==> src/rtl/avs_seq_pkg.sv <==
package avs_seq_pkg;
  typedef enum logic [3:0] {
    S_IDLE,
    S_UP_SYNC,
    S_UP_AVS_ACK,
    S_UP_HALF,
    S_UP_WAIT_OK,
    S_UP_APP_SYNC,
    S_UP_APP_ACK,
    S_DN_SYNC,
    S_DN_ACK
  } seq_state_e;
endpackage

==> src/rtl/avs_ready_detect.sv <==
module avs_ready_detect #(
  parameter int RUN_LEN = 8
) (
  input  logic clk,
  input  logic rst_n,
  input  logic tap_valid,
  input  logic tap_bit,
  output logic ready
);
  localparam int CW = $clog2(RUN_LEN + 1);
  localparam logic [CW-1:0] FULL = CW'(RUN_LEN);

  logic [CW-1:0] run_cnt;

  always_ff @(posedge clk) begin
    if (!rst_n) begin
      run_cnt <= '0;
    end else if (tap_valid) begin
      if (!tap_bit)
        run_cnt <= '0;
      else if (run_cnt != FULL)
        run_cnt <= run_cnt + CW'(1);
    end
  end

  assign ready = (run_cnt == FULL);


  zero_clears_ready_chk: assert property (@(posedge clk) disable iff (!rst_n)
    (tap_valid && !tap_bit) |=> !ready);


  ready_needs_one_chk: assert property (@(posedge clk) disable iff (!rst_n)
    $rose(ready) |-> $past(tap_valid && tap_bit));
endmodule

==> src/rtl/avs_seq_ctrl.sv <==
module avs_seq_ctrl
  import avs_seq_pkg::*;
#(
  parameter int SEL_W     = 4,
  parameter int RESET_SEL = 4
) (
  input  logic             clk,
  input  logic             rst_n,
  input  logic [SEL_W-1:0] freq_cmd,
  input  logic             sync_pt,
  input  logic             avs_switched,
  input  logic             app_switched,
  input  logic             app_half_tick,
  input  logic             ready,
  output logic [SEL_W-1:0] avs_sel,
  output logic [SEL_W-1:0] app_sel,
  output logic             busy
);
  localparam logic [SEL_W-1:0] RST_CODE = SEL_W'(RESET_SEL);

  seq_state_e       state;
  logic [SEL_W-1:0] target;
  logic [SEL_W-1:0] avs_q, app_q;
  logic             avs_seen, app_seen;
  logic             dn_done;

  assign dn_done = (avs_seen | avs_switched) & (app_seen | app_switched);

  always_ff @(posedge clk) begin
    if (!rst_n) begin
      state    <= S_IDLE;
      target   <= RST_CODE;
      avs_q    <= RST_CODE;
      app_q    <= RST_CODE;
      avs_seen <= 1'b0;
      app_seen <= 1'b0;
    end else begin
      case (state)
        S_IDLE: begin
          if (freq_cmd != app_q) begin
            target <= freq_cmd;
            state  <= (freq_cmd < app_q) ? S_UP_SYNC : S_DN_SYNC;
          end
        end
        S_UP_SYNC: begin
          if (sync_pt) begin
            avs_q <= target;
            state <= S_UP_AVS_ACK;
          end
        end
        S_UP_AVS_ACK: if (avs_switched)  state <= S_UP_HALF;
        S_UP_HALF:    if (app_half_tick) state <= S_UP_WAIT_OK;
        S_UP_WAIT_OK: if (ready)         state <= S_UP_APP_SYNC;
        S_UP_APP_SYNC: begin
          if (sync_pt) begin
            app_q <= avs_q;
            state <= S_UP_APP_ACK;
          end
        end
        S_UP_APP_ACK: if (app_switched) state <= S_IDLE;
        S_DN_SYNC: begin
          if (sync_pt) begin
            avs_q    <= target;
            app_q    <= target;
            avs_seen <= 1'b0;
            app_seen <= 1'b0;
            state    <= S_DN_ACK;
          end
        end
        S_DN_ACK: begin
          if (avs_switched) avs_seen <= 1'b1;
          if (app_switched) app_seen <= 1'b1;
          if (dn_done)      state    <= S_IDLE;
        end
        default: state <= S_IDLE;
      endcase
    end
  end

  assign avs_sel = avs_q;
  assign app_sel = app_q;
  assign busy    = (state != S_IDLE);


  app_not_faster_chk: assert property (@(posedge clk) disable iff (!rst_n)
    app_q >= avs_q);


  idle_matched_chk: assert property (@(posedge clk) disable iff (!rst_n)
    !busy |-> (avs_q == app_q));


  target_hold_chk: assert property (@(posedge clk) disable iff (!rst_n)
    busy |=> (!busy || $stable(target)));


  sel_only_at_sync_chk: assert property (@(posedge clk) disable iff (!rst_n)
    !sync_pt |=> ($stable(avs_q) && $stable(app_q)));


  app_up_after_ready_chk: assert property (@(posedge clk) disable iff (!rst_n)
    (state == S_UP_HALF) |=> (app_q == $past(app_q)));
endmodule

==> src/rtl/avs_clk_sequencer.sv <==
module avs_clk_sequencer #(
  parameter int SEL_W     = 4,
  parameter int RESET_SEL = 4,
  parameter int RUN_LEN   = 8
) (
  input  logic             clk,
  input  logic             rst_n,
  input  logic [SEL_W-1:0] freq_cmd,
  input  logic             tap_valid,
  input  logic             tap_below,
  input  logic             sync_pt,
  input  logic             avs_switched,
  input  logic             app_switched,
  input  logic             app_half_tick,
  output logic [SEL_W-1:0] avs_sel,
  output logic [SEL_W-1:0] app_sel,
  output logic             busy,
  output logic             supply_ok
);
  logic ready_w;

  avs_ready_detect #(.RUN_LEN(RUN_LEN)) u_detect (
    .clk       (clk),
    .rst_n     (rst_n),
    .tap_valid (tap_valid),
    .tap_bit   (tap_below),
    .ready     (ready_w)
  );

  avs_seq_ctrl #(.SEL_W(SEL_W), .RESET_SEL(RESET_SEL)) u_ctrl (
    .clk           (clk),
    .rst_n         (rst_n),
    .freq_cmd      (freq_cmd),
    .sync_pt       (sync_pt),
    .avs_switched  (avs_switched),
    .app_switched  (app_switched),
    .app_half_tick (app_half_tick),
    .ready         (ready_w),
    .avs_sel       (avs_sel),
    .app_sel       (app_sel),
    .busy          (busy)
  );

  assign supply_ok = ready_w;
endmodule

==> config.mk <==
export PLATFORM = sky130hd
export DESIGN_NAME = avs_clk_sequencer
export DESIGN_NICKNAME = d
export VERILOG_FILES = /design/src/rtl/avs_seq_pkg.sv /design/src/rtl/avs_ready_detect.sv /design/src/rtl/avs_seq_ctrl.sv /design/src/rtl/avs_clk_sequencer.sv
export SDC_FILE = /design/constraint.sdc
export NUM_CORES = 1
export LEC_CHECK = 0
export BUFFER_PORTS_ARGS = -buffer_cell sky130_fd_sc_hd__buf_2
export CELL_PAD_IN_SITES_DETAIL_PLACEMENT = 1
export CELL_PAD_IN_SITES_GLOBAL_PLACEMENT = 1
export CORE_MARGIN = 8
export CORE_UTILIZATION = 44
export DETAILED_ROUTE_END_ITERATION = 12
export PLACE_DENSITY_LB_ADDON = 0.1
export SKIP_LAST_GASP = 1
export SLEW_MARGIN = 20
export SYNTH_ARGS = -nofsm -noshare
export SYNTH_HDL_FRONTEND = slang
export SYNTH_SLANG_ARGS = --single-unit
==> constraint.sdc <==
create_clock -name clk -period 3.71 [get_ports clk]
set_input_delay 0.1855 -clock clk [delete_from_list [all_inputs] [get_ports clk]]
set_output_delay 0.1855 -clock clk [all_outputs]
set_load 0.02 [all_outputs]
==> results.py <==
metrics = {
    "synth": {
        "synth_xor_area_frac": 0.006903,
        "synth_cells": 138,
        "synth-compound-area-share": 0.1647,
        "synth-edff-count": 0,
        "synth.mux.area_fraction": 0.1183,
        "async_flop_share": 0,
        "ys_ff_latch": 22,
        "netlist_area_sq_um": 1269,
        "synthSimpleGateAreaFrac": 0.2357,
        "syn_avg_cell_area_sq_um": 9.194,
        "ys_types": 38,
        "synth_top_family_by_area": "simple AND/OR/NAND/NOR gates",
        "ys_seq_area_frac": 0.3471,
        "synth-adder-area-share": 0.05917,
        "syn_nets": 156,
        "yosysWarnings": 0,
        "synthFlopType": "dfxtp_1",
    },
    "layout": {
        "utilization": 0.5136,
        "layout_commonest_cell": "dfxtp_1",
        "stdcell_count": 186,
        "fin_nets": 174,
        "final_cell_mix": "dfxtp_1 (22), buf_2 (21), mux2i_1 (15), nand2_1 (15)",
        "syn_to_final_growth_pct": 11.64,
        "diodes": 0,
        "final_layout_size_suffix_gt1_frac": 0.1935,
        "fillers": 328,
    },
    "placed_design": {
        "port_buffers": 21,
        "place_congestion": 0.8087,
        "place_hpwl_microns": 2255,
        "dp_cells": 182,
    },
    "global_routing": {
        "antenna_found_initial": 0,
        "grt_pass1_vias": 1077,
        "grt_use_total": 0.1234,
        "overflow": 0,
        "grt_pass1_wl_microns": 5023,
        "grt_max_degree": 25,
    },
    "clocking": {
        "root_buffer": "clkbuf_4",
        "ctsLongestPathBuffers": 2,
        "cts.repair.resized": 0,
        "cts-htree-levels": 1,
        "post_cts_buffers": 0,
        "cts_tree": "yes",
        "clk-insertion-delay-late_ns": 0.31,
        "numCtsBuffers": 3,
        "clk_pin_slew_ns": 0.13,
        "cts.sinks": 22,
        "ctsHoldBuffers": 0,
    },
    "floorplanning": {
        "initial_core_util": 0.4601,
        "coreArea_sq_um": 2758,
        "die-width_microns": 69.70,
        "io_pins": 22,
        "dieHeight_microns": 69.70,
        "die_area_sq_um": 4857,
        "rows": 19,
    },
    "route": {
        "drt-total-wl_microns": 2911,
        "avgRoutedWirePerCell_microns": 15.65,
        "ant_nets": 0,
        "dr.pass1.iters": 4,
        "drt_iter0_drc": 35,
        "vias_per_cell": 5.591,
        "vias": 1040,
        "drc": 0,
    },
    "worst_hold_path": {
        "hp-start": "freq_cmd[2]",
        "min_to": "u_ctrl.target[2]",
        "hold_path.class": "input pin to flip-flop",
        "whs_path_depth": 3,
    },
    "timing": {
        "finalCritPeriodShare": 0.5212,
        "slew_viol_final": 0,
        "fin_crit_ns": 1.934,
        "relSlewSlack": 0.6773,
        "hold_viol": 0,
        "skew_ns": 0.002315,
        "worst_slew_pin_slew_ns": 0.4835,
        "max_freq_mhz": 517.2,
        "rsz0062_at_grt": "false",
        "fin_setup_tns_ns": 0,
        "finalSetupViolCount": 0,
    },
    "worst_setup_path": {
        "crit_family": "simple AND/OR/NAND/NOR gates",
        "cpMaxStageDelayCell": "or4b_4",
        "end_kind": "flip-flop",
        "cp.required_ns": 3.96,
        "path_cells": "inv_1, ha_1, nand4_1, or4b_4, o2111ai_4, mux2i_1",
        "cp_max_fo": 4,
        "critPathKind": "flip-flop to flip-flop",
        "critPathMaxStageDelay_ns": 0.58,
        "worstPathArrival_ns": 2.18,
        "reg2reg_depth": 6,
        "critPathBufInv": 1,
        "r2r_start": "u_ctrl.app_sel[2]",
        "reg2reg_to": "u_ctrl.state[0]",
        "cp-start-kind": "flip-flop",
        "reg2reg_setup_slack_ns": 1.78,
    },
    "power_and_ir_drop": {
        "leakagePower_nw": 0.6633,
        "p_per_area_nw_per_um2": 610.9,
        "finalPower_mw": 0.8653,
        "vdd_drop_max_mv": 0.3805,
    },
    "outcome": {
        "status": "finished clean",
    },
    "flow_run": {
        "maxCapViolations": 0,
    },
}
## stage by stage
| stage | setup slack [ns] | hold slack (ns) | area (sq um) |
|---|---|---|---|
| 6_report | 1.776 | 0.1449 | 1416 |
| 5_1_grt | 1.672 | 0.1410 | 1416 |
| 4_1_cts | 1.766 | 0.1278 | 1416 |
| 3_5_place_dp | 1.794 | 0.4682 | 1364 |
| 3_3_place_gp | 1.923 | 0.4603 | 1364 |
| 2_1_floorplan | 1.843 | 0.3319 | 1269 |
## layer usage
metal	track usage	vias up	routed length (microns)
met5	0	-	0
met4	0.04018	0	33
met3	0.02718	4	76
met2	0.2008	14	1332
met1	0.1563	494	1468
li1	-	528	-
## report_power, final
| group | switching, mW | internal, mW | total (mW) |
|---|---|---|---|
| logic | 0.179 | 0.156 | 0.335 |
| clock network | 0.0787 | 0.109 | 0.188 |
| registers | 0.0689 | 0.273 | 0.342 |
| total | 0.327 | 0.538 | 0.865 |
## layout make-up
cell class	count	area, sq um	area share
Clock buffer	3	22.52	0.01590
Clock inverter	1	30.03	0.02120
Multi-Input combinational cell	98	742.0	0.5239
Timing Repair Buffer	21	105.1	0.07421
Inverter	10	37.54	0.02650
Tap cell	31	38.79	0.02739
Sequential cell	22	440.4	0.3110
## Yosys cell counts (all sizes together) (2+ instances only)
cell      n  area, sq um
dfxtp    22        440.4
o211a     3        30.03
nand3     3        15.01
and2      2        12.51
o31ai     4        30.03
and3      2        12.51
o211ai    2        15.01
inv      10        37.54
ha        6        75.07
a21boi    4        30.02
o21ai     3        15.01
or3b      2        17.52
nand2    15        56.30
nor2      5        18.77
clkbuf    3        11.26
o2111ai   2        35.04
nor2b    10        62.56
buf       5        37.53
a41oi     2        17.52
nand4     3        18.77
mux2i    15        150.1
nand2b    2        12.51
nand3b    2        15.01
## cells by family after synthesis
logic type / Yosys count
flip-flops: 22
AND/OR/NAND/NOR: 51
buffers and inverters: 18
XOR/XNOR: 1
AO/OA/AOI/OAI: 25
multiplexers: 15
adder cells (fa/ha/maj): 6
## how the worst max path moves through the flow
stage / start / slack, ns / depth (start not counted) / end
2_1_floorplan: u_ctrl.app_sel[2] / 1.84 / 6 / u_ctrl.state[0]
3_3_place_gp: u_ctrl.app_sel[3] / 1.92 / 6 / u_ctrl.state[0]
3_5_place_dp: u_ctrl.app_sel[2] / 1.79 / 6 / u_ctrl.state[0]
4_1_cts: u_ctrl.app_sel[2] / 1.77 / 6 / u_ctrl.state[0]
5_1_grt: u_ctrl.app_sel[2] / 1.67 / 6 / u_ctrl.state[1]
6_report: u_ctrl.app_sel[2] / 1.78 / 6 / u_ctrl.state[0]
## registers in the layout (all words and copies together) (netlist names)
name,count
u_ctrl.state,4
u_ctrl.target,4
u_ctrl.avs_seen,1
u_detect.run_cnt,4
u_ctrl.app_sel,4
u_ctrl.app_seen,1
u_ctrl.avs_sel,4
## worst min-delay path, stage by stage
cell and delay, ns:
buf_2 0.09, nor2_1 0.04, o21ai_1 0.11
No activity file was read; power rests on OpenSTA's default activity.
